**src/rtl/cpu_rst_seq_pkg.sv**
```systemverilog
`timescale 1ns/1ps
package cpu_rst_seq_pkg;

  // Map an internal active flag to the strapped pin level.
  function automatic logic pin_level(input logic active, input logic pol_high);
    return pol_high ? active : ~active;
  endfunction

  // One-cycle detect of a low-to-high change.
  function automatic logic rose(input logic now_v, input logic prev_v);
    return now_v & ~prev_v;
  endfunction

  // Counter width that can hold a reload value of cycles-1.
  function automatic int unsigned cnt_width(input int unsigned cycles);
    return (cycles < 3) ? 1 : $clog2(cycles);
  endfunction

endpackage

```
**src/rtl/cpu_rst_pulse_timer.sv**
```systemverilog
`timescale 1ns/1ps
module cpu_rst_pulse_timer #(
  parameter int unsigned CYCLES          = 64,
  parameter bit          ACTIVE_AT_RESET = 1'b0
) (
  input  logic clk,
  input  logic rst_n,
  input  logic start,
  input  logic kill,
  output logic active
);
  import cpu_rst_seq_pkg::*;

  localparam int unsigned CW = cnt_width(CYCLES);
  localparam logic [CW-1:0] LOAD = CW'(CYCLES - 1);
  localparam logic [CW-1:0] RST_CNT = ACTIVE_AT_RESET ? LOAD : '0;

  logic [CW-1:0] cnt;

  always_ff @(posedge clk or negedge rst_n) begin
    if (!rst_n) begin
      active <= ACTIVE_AT_RESET;
      cnt    <= RST_CNT;
    end else if (kill) begin
      active <= 1'b0;
      cnt    <= '0;
    end else if (active) begin
      // a start while running falls through here and is dropped
      if (cnt == '0) active <= 1'b0;
      else           cnt    <= cnt - 1'b1;
    end else if (start) begin
      active <= 1'b1;
      cnt    <= LOAD;
    end
  end

endmodule

```
**src/rtl/cpu_rst_trig.sv**
```systemverilog
`timescale 1ns/1ps
module cpu_rst_trig (
  input  logic clk,
  input  logic rst_n,
  input  logic hard_busy,
  input  logic rcr_wr,
  input  logic rcr_sys_rst,
  input  logic rcr_cpu_rst,
  input  logic p92_wr,
  input  logic p92_fast_init,
  input  logic kbd_rst_req,
  input  logic shutdown_cyc,
  output logic soft_trig,
  output logic hard_trig
);
  import cpu_rst_seq_pkg::*;

  logic cpu_bit_q;
  logic kbd_q;
  logic cpu_up;
  logic any_soft;

  always_ff @(posedge clk or negedge rst_n) begin
    if (!rst_n) begin
      cpu_bit_q <= 1'b0;
      kbd_q     <= 1'b0;
    end else begin
      kbd_q <= kbd_rst_req;
      if (hard_busy)   cpu_bit_q <= 1'b0;
      else if (rcr_wr) cpu_bit_q <= rcr_cpu_rst;
    end
  end

  assign cpu_up   = rcr_wr & rcr_cpu_rst & ~cpu_bit_q;
  assign any_soft = (cpu_up & ~rcr_sys_rst)
                  | (p92_wr & p92_fast_init)
                  | shutdown_cyc
                  | rose(kbd_rst_req, kbd_q);

  assign hard_trig = ~hard_busy & cpu_up & rcr_sys_rst;
  assign soft_trig = ~hard_busy & any_soft;

endmodule

```
**src/rtl/cpu_rst_seq.sv**
```systemverilog
`timescale 1ns/1ps
module cpu_rst_seq #(
  parameter int unsigned HARD_CYC = 66000,
  parameter int unsigned INIT_CYC = 64
) (
  input  logic clk,
  input  logic pwr_good,
  input  logic pol_high,
  input  logic rcr_wr,
  input  logic rcr_sys_rst,
  input  logic rcr_cpu_rst,
  input  logic p92_wr,
  input  logic p92_fast_init,
  input  logic kbd_rst_req,
  input  logic shutdown_cyc,
  output logic cpu_reset,
  output logic cpu_init,
  output logic regs_dflt_req
);
  import cpu_rst_seq_pkg::*;

  // internal events, named for the checker
  logic hard_act;
  logic init_act;
  logic soft_trig;
  logic hard_trig;

  cpu_rst_trig u_trig (
    .clk          (clk),
    .rst_n        (pwr_good),
    .hard_busy    (hard_act),
    .rcr_wr       (rcr_wr),
    .rcr_sys_rst  (rcr_sys_rst),
    .rcr_cpu_rst  (rcr_cpu_rst),
    .p92_wr       (p92_wr),
    .p92_fast_init(p92_fast_init),
    .kbd_rst_req  (kbd_rst_req),
    .shutdown_cyc (shutdown_cyc),
    .soft_trig    (soft_trig),
    .hard_trig    (hard_trig)
  );

  cpu_rst_pulse_timer #(.CYCLES(HARD_CYC), .ACTIVE_AT_RESET(1'b1)) u_hard (
    .clk   (clk),
    .rst_n (pwr_good),
    .start (hard_trig),
    .kill  (1'b0),
    .active(hard_act)
  );

  cpu_rst_pulse_timer #(.CYCLES(INIT_CYC), .ACTIVE_AT_RESET(1'b0)) u_init (
    .clk   (clk),
    .rst_n (pwr_good),
    .start (soft_trig),
    .kill  (hard_trig),
    .active(init_act)
  );

  assign cpu_reset     = pin_level(hard_act, pol_high);
  assign cpu_init      = pin_level(init_act, pol_high);
  assign regs_dflt_req = hard_act;

endmodule

```
**config.mk**
```make
export PLATFORM = sky130hd
export DESIGN_NAME = cpu_rst_seq
export DESIGN_NICKNAME = d
export VERILOG_FILES = /design/src/rtl/cpu_rst_seq_pkg.sv /design/src/rtl/cpu_rst_pulse_timer.sv /design/src/rtl/cpu_rst_trig.sv /design/src/rtl/cpu_rst_seq.sv
export SDC_FILE = /design/constraint.sdc
export NUM_CORES = 1
export LEC_CHECK = 0
export BUFFER_PORTS_ARGS = -buffer_cell sky130_fd_sc_hd__buf_2
export CAP_MARGIN = 20
export CORE_ASPECT_RATIO = 1.75
export CORE_UTILIZATION = 37
export CTS_CLUSTER_SIZE = 12
export DETAILED_ROUTE_END_ITERATION = 8
export PLACE_DENSITY = 0.57
export SYNTH_ARGS = -nofsm -noshare
export SYNTH_HDL_FRONTEND = slang
export SYNTH_HIERARCHICAL = 1
export SYNTH_SLANG_ARGS = --single-unit
```
**constraint.sdc**
```tcl
create_clock -name clk -period 2.1 [get_ports clk]
set_input_delay 0.42 -clock clk [delete_from_list [all_inputs] [get_ports clk]]
set_output_delay 0.42 -clock clk [all_outputs]
set_load 0.05 [all_outputs]
```
After elaboration in Yosys (flattened, before gate mapping)
Index checks and enable logic that the tools add are counted.
{ "op_classes": {"eq_ne": 2, "reduce_logical": 7, "add_sub_neg": 2, "n_mux": 18, "bitwise_logic": 16} }
{ "op_table": {"columns": ["op", "n"], "rows": [
  ["$mux W17", 3],
  ["$mux W6", 4],
  ["$logic_not A17 Y1", 1],
  ["$sub A17 B1 Y17 const B", 1],
  ["$mux W1", 11],
  ["$and A1 B1 Y1", 8],
  ["$logic_not A6 Y1", 1],
  ["$sub A6 B1 Y6 const B", 1],
  ["$not A1 Y1", 5],
  ["$reduce_and A2 Y1", 2],
  ["$reduce_bool A2 Y1", 2],
  ["$ne A3 B3 Y1 const B", 1],
  ["$or A1 B1 Y1", 3],
  ["$reduce_bool A3 Y1", 1],
  ["$ne A2 B2 Y1 const B", 1]
]} }
{ "word_totals": {"wordCells": 51, "out_inout_bits": 3, "input_bits": 10, "ff_bits": 27} }

Longest topological paths before layout
Gate-level depths: netlist of run 1.
{ "depth": {"word_depth": 10, "mapped_depth": 7} }

Hierarchy
Netlist of run 1, hierarchy kept.
{ "by_module_without_submodules": {"columns": ["mod", "cells_per_inst", "area_each_um2", "seq_area_each_um2", "n_inst"], "rows": [
  ["cpu_rst_pulse_timer at u_hard", 118, 1052.3, 461.7, 1],
  ["cpu_rst_pulse_timer at u_init", 45, 444.2, 175.2, 1],
  ["cpu_rst_trig", 10, 108.9, 50.0, 1],
  ["cpu_rst_seq", 3, 21.3, 0.0, 1]
]} }

Least setup slack after synthesis of run 1
No wires, ideal clock.
{ "synth_timing": {"path_type": "register to register", "startpoint": "register u_hard.cnt[5]", "endpoint": "register u_hard.cnt[14]", "stages_incl_launch_ff": 7, "t_arrival_ns": 1.990, "path_buffers": 1, "path_slack_ns": -0.016, "period_less_slack_ns": 2.116, "cell_sequence": "dfrtp_1 > or4_1 > buf_2 > nor4b_4 > nand3_2 > o311a_1 > a221o_1"} }
{ "synth_via": {"elab_chain_len": 3} }
{ "synth_lines": {"columns": ["item", "line_no", "source"], "rows": [
  ["from (decl)", "cpu_rst_pulse_timer.sv:18", "logic [CW-1:0] cnt;"],
  ["from (signal assigned)", "cpu_rst_pulse_timer.sv:30", "else cnt <= cnt - 1'b1;"],
  ["$sub A17 B1 Y17 / $logic_not A17 Y1 (equally long branches)", "cpu_rst_pulse_timer.sv:30, cpu_rst_pulse_timer.sv:29", null],
  ["$mux W17 / $ne A2 B2 Y1 (equally long branches)", null, null],
  ["$mux W17 / $reduce_and A2 Y1 (equally long branches)", null, null]
]} }
Parallel ways exist; a longest one is shown, timed or not. The select of a mux whose other input is x is not followed.
A chain may end at the register's enable or synchronous reset.

Worst setup path in the final report of run 1
{ "layout_timing": {"startpoint": "register u_hard.cnt[7]", "endpoint": "register u_hard.cnt[14]"} }
The elaborated chain is that of the path after synthesis.

==> impl_results.md, run 1 <==
* Clock latency on the worst-skew pair at 270 ps
* Slew Viols, Final at 0
* Yosys cell types at 54
* F_max at 491 MHz
* Status: completed
* Post-route ant nets at 0
* Slowest cell on crit path: or4_4
* Clock Skew at 9.59 ps
* Max-cap violations at 0
* Post-synth top area share at 27.7%
* TritonCTS clock tree: built
* Layout area overhead at 16.6%
* Critical register-to-register path startpoint: u_hard/cnt[7]
* CP max FO at 3
* Ys async rst share at 100%
* Placed cells at 248
* HPWL after DPL at 3030 um
* Core area at 4190 um2
* Initial Util at 38.8%
* Worst Setup Slack, final at 63.3 ps
* Final hold vios at 0
* Synth warn at 6
* RSZ-0062 raised after global routing: false
* Clk sink count at 27
* Final setup viols at 0
* Leakage at 0.819 nW
* Hold/Removal Path Class: input pin to asynchronous set/reset pin
* H-tree levels at 1
* Mapped Cells at 176
* Crit path DAT at 2200 ps
* Routed wire length at 4060 um
* Crit. Startpoint: u_hard/cnt[7]
* CP Cell Sequence: or4_4 > nor4b_4 > nand3_2 > o311a_1 > a221o_1
* Initial drt markers at 70
* Non-filler cells, final at 252
* Mapped cell area at 1630 um2
* Die Span X at 52.1 um
* Sequential share of the synthesized area at 42.2%
* Global-route wire length before repair at 6580 um
* DR WL met3 at 105 um
* Worst Path Buf+Inv at 0
* Placed Instance Area at 1840 um2
* Commonest non-fill, non-tap cells in the layout: 18 x dfrtp_1, 16 x nor2_1, 14 x buf_4
* Number of global-route vias before repair at 1480
* Dpl ws at 46.9 ps
* Gr ovfl total at 0
* Worst rel slew slack at 58.6%
* DRC Markers at 0
* Rows at 31
* CP Class: register to register
* Maximum VDD drop at 524 uV
* Vias at 1471
* Clock-pin transition on the worst setup and hold timing paths at 100 ps
* Worst setup SP type: register
* Crit-path max cell delay at 550 ps
* Synth Area per Inst at 9.24 um2
* Antenna diodes at 0
* Synth area leader: dfrtp_1
* Average routed wire per standard cell at 16.1 um
* Largest cells by area after synthesis: dfrtp_1 28%, dfstp_2 15%, a31oi_1 4.2%
* Fin area at 1900 um2
* Cell depth of the worst setup path at 5
* Largest net degree at the start of global routing at 28
* Pre-antenna DRT Iters at 4
* Final period utilization at 97.0%
* GP Congestion at 0.816
* Post-route minimum period at 2040 ps
* CP Capture Type: register
* Total track usage at 18.3%
* Flops & latches, synth at 27
* Met1 WL at 1610 um
* WP data required at 2260 ps
* Worst r2r path cells at 5
* Prevailing post-synth register cell: dfrtp_1
* Hold buffers post-CTS at 0
* Max layer used: met4
* Post-CTS Setup Inserts at 0
* WL met2 at 2260 um
* Die Area at 4680 um2
* Crit path max-delay family: simple AND/OR/NAND/NOR gates
* Worst slew pin tran at 621 ps
* Port bufs at 12
* Clk buf depth at 2
* Cts bufs inserted at 3
* Initial antenna violation count at 0
* Num ports at 13
* Clk Tree Root Cell: clkbuf_8
* Number of synthesized flops with an enable pin at 0
* Nets at 217
* Share of cells above drive strength 1 at 25.6%
* Die height at 89.7 um
* Avg Vias per Cell at 5.84
* Power Density at 929 nW/um2
* Most common cell after layout, fill and taps aside: dfrtp_1
## state kept, by name, indices dropped and copies added, names as in the netlist
register / count
u_init/cnt: 6
u_trig/kbd_q: 1
u_init/active: 1
u_trig/cpu_bit_q: 1
u_hard/cnt: 17
u_hard/active: 1
## area by class of cell
cell class,count,area (um2)
inverters,9,33.8
fillers,407,2290
repair buffers,26,165
flip-flops and latches,27,687
well taps,49,61.3
clock buffers,4,45.0
multi-input cells,137,905
## stage by stage
step	power [mW]	setup TNS, ps	utilization (%)	hold WS (ps)
6_report	1.76	0	45.3	150
5_1_grt	1.86	0	45.3	206
4_1_cts	1.75	0	45.1	172
3_3_place_gp	1.42	0	43.9	462
3_5_place_dp	1.45	0	43.9	473
2_1_floorplan	1.23	-16.0	-	124
## repair_timing
item,CTS,global route
cloned,0,0
setup endpoints to repair,1,3
gates resized for setup,1,2
pin swaps,0,2
## cell usage after synthesis, drive strengths merged, types with 3 or more instances
cell type and number:
inv 9, clkbuf 4, dfrtp 18, or4 3
nand3 6, nor2 17, nand2 10, a311oi 3
nand2b 4, a21o 5, a31oi 11, dfstp 9
ha 3, or3 3, o21bai 3, a21oi 7
o21ai 11, nor3 9, nand4 3
## logic make-up after synthesis
family / synth area share (%)
simple gates: 26.2
compound gates: 23.7
flops: 42.2
buf+inv: 3.54
fa+ha+maj: 2.31
xor+xnor: 1.08
other cells: 0.231
mux: 0.692
## layer usage
layer	GRT usage (%)	up-vias
li1	-	713
met1	19.5	719
met2	34.4	32
met3	2.20	7
met4	6.76	0
met5	0	-
## path summary, 6_finish.rpt
check | end | slack, ps
max | u_hard/cnt[14] | 60
min | u_init/cnt[2] | 150
max reg2reg | u_hard/cnt[14] | 60
min reg2reg | u_hard/cnt[15] | 500
max in group asynchronous | u_hard/cnt[10] | 1530
min in group clk | u_trig/kbd_q | 260
## power breakdown
group / switching [mW] / internal [mW] / total [mW]
clock: 0.157 / 0.136 / 0.293
combinational: 0.416 / 0.331 / 0.747
sequential: 0.105 / 0.618 / 0.723
total: 0.679 / 1.08 / 1.76
(Power assumes the default switching activity.)
==> run 2, diff against run 1 <==
--- a/config.mk
+++ b/config.mk
@@ -5,13 +5,14 @@
 export SDC_FILE = /design/constraint.sdc
 export NUM_CORES = 1
 export LEC_CHECK = 0
-export BUFFER_PORTS_ARGS = -buffer_cell sky130_fd_sc_hd__buf_2
 export CAP_MARGIN = 20
 export CORE_ASPECT_RATIO = 1.75
+export CORE_MARGIN = 2
 export CORE_UTILIZATION = 37
 export CTS_CLUSTER_SIZE = 12
 export DETAILED_ROUTE_END_ITERATION = 8
-export PLACE_DENSITY = 0.57
+export DONT_BUFFER_PORTS = 1
+export PLACE_DENSITY = 0.54
 export SYNTH_ARGS = -nofsm -noshare
 export SYNTH_HDL_FRONTEND = slang
 export SYNTH_HIERARCHICAL = 1
==> impl_results.md, run 2 (synthesis gave the netlist of run 1 again) <==
* Status: completed
* Global-route wire length before repair at 6450 um
* Slowest cell on crit path: or4_1
* Share of cells above drive strength 1 at 22.2%
* Leakage at 0.788 nW
* Crit path max-delay family: simple AND/OR/NAND/NOR gates
* Switching pwr at 0.673 mW
* Sequential cell fraction of total power at 41.2%
* Setup slack, reg-to-reg at 60 ps
* Worst slew pin tran at 518 ps
* Final hold vios at 0
* Slew Viols, Final at 0
* Final core occ at 44.7%
* Maximum VDD drop at 446 uV
* Clock-pin transition on the worst setup and hold timing paths at 100 ps
* Worst setup SP type: register
* Post-route ant nets at 0
* Met3 usage at 1.79%
* Final period utilization at 97.2%
* Clock Skew at 6.52 ps
* CP Cell Sequence: or4_1 > nor4b_4 > nand3_2 > o311a_1 > a221o_1
* Vias at 1466
* Gr ovfl total at 0
* Most common cell after layout, fill and taps aside: dfrtp_1
* Rows at 31
* Num ports at 13
* Initial drt markers at 32
* Hold/Removal Path Class: input pin to register
* Die Span X at 54.1 um
* Largest net degree at the start of global routing at 28
* HP Start: kbd_rst_req
* Crit-path max cell delay at 590 ps
* Nets at 208
* Final setup viols at 0
* Sw frac at 38.3%
* Number of global-route vias before repair at 1462
* Hold Path Depth at 0
* Routed wire length at 4020 um
* Initial antenna violation count at 0
* WP data required at 2260 ps
* Critical R2R Capture: u_hard/cnt[14]
* Largest regs: u_hard/cnt x17, u_init/cnt x6
* Comb pwr share at 41.5%
* Non-filler cells, final at 243
* Port bufs at 0
* Total track usage at 17.2%
* Clk buf depth at 2
* Avg Vias per Cell at 6.03
* TritonCTS clock tree: built
* Max FFs per register at 17
* Antenna diodes at 0
* Cell depth of the worst setup path at 5
* Cts bufs inserted at 3
* Post-route minimum period at 2040 ps
* RSZ-0062 raised after global routing: false
* Average routed wire per standard cell at 16.5 um
* Core area at 4190 um2
* Crit path DAT at 2200 ps
* DRC Markers at 0
* CP Class: register to register
* Die height at 91.7 um
* F_max at 490 MHz
* Met1 Use GR at 18.5%
* Layout area overhead at 15.2%
* Worst Path Buf+Inv at 0
* Worst rel slew slack at 65.2%
* H-tree levels at 1
* Commonest non-fill, non-tap cells in the layout: 18 x dfrtp_1, 16 x nor2_1, 15 x buf_4
* Int Pwr at 1.08 mW
* Max-cap violations at 0
* Clk Tree Root Cell: clkbuf_8
* Hold EP: u_trig/kbd_q
* CP max FO at 3
* Worst r2r path cells at 5
* Reg with most FFs: u_hard/cnt
* Total power at 1.75 mW
* HPWL after DPL at 2990 um
* CP Capture Type: register
* Initial Util at 38.8%
* Power Density at 936 nW/um2
* Met2 Track Usage GR at 31.1%
* Pre-antenna DRT Iters at 4
* Critical register-to-register path startpoint: u_hard/cnt[7]
* Most Crowded Layer GR: met2
* Die Area at 4960 um2
* Clk sink count at 27
* GP Congestion at 0.850
* Placed cells at 237
* Clock latency on the worst-skew pair at 270 ps
* Clock power frac at 17.2%
==> run 2: per-stage QoR <==
step	setup TNS (ps)	worst slack (ps)	hold WS, ps	cell area (um2)
finish	0	59.5	169	1870
global route	0	3.06	150	1870
CTS	0	57.6	161	1870
detailed placement	0	7.28	125	1790
global placement	0	113	125	1790
floorplan	-16.0	-16.0	124	1640
==> run 2: how the worst max path moves through the flow <==
stage / start / endpoint / slack, ps
after floorplan: u_hard/cnt[5] / u_hard/cnt[14] / -20
after global placement: u_hard/cnt[7] / u_hard/cnt[14] / 110
after detailed placement: u_hard/cnt[7] / u_hard/cnt[1] / 7
after CTS: u_hard/cnt[7] / u_hard/cnt[14] / 60
after global routing: u_hard/cnt[7] / u_hard/cnt[14] / 3
final: u_hard/cnt[7] / u_hard/cnt[14] / 60
==> run 2: power by group through the flow <==
stage	combinational, mW	sequential [mW]	clock [mW]
5_1_grt	0.797	0.736	0.335
2_1_floorplan	0.529	0.701	0
6_report	0.729	0.723	0.303
3_3_place_gp	0.678	0.724	0
3_5_place_dp	0.695	0.730	0
4_1_cts	0.718	0.721	0.311
==> run 2: layout make-up <==
cell class                 instances  area (um2)
fill                             387        2310
multi-input combinational        137         905
sequential                        27         687
timing repair buffer              17         143
tap                               49        61.3
clock buffer                       4        45.0
inverter                           9        33.8
==> run 2: layer usage <==
layer | up-vias | share of wire [%]
met1 | 722 | 40
li1 | 700 | -
met5 | - | 0
met4 | 0 | 1.5
met2 | 36 | 56
met3 | 8 | 2.8
==> run 2: repair_timing <==
| item | CTS | global route |
|---|---|---|
| hold endpoints to repair | 27 | 0 |
| endpoints found under the setup margin | 1 | 1 |
| gates resized for setup | 1 | 2 |
| pin swaps | 0 | 0 |
| setup buffers | 0 | 0 |
| hold buffers | 2 | 0 |
==> run 2: worst register-to-register path, stage by stage (launching register included) <==
cell and delay [ps]:
dfstp_2 390, or4_1 590, nor4b_4 270, nand3_2 130, o311a_1 300, a221o_1 260
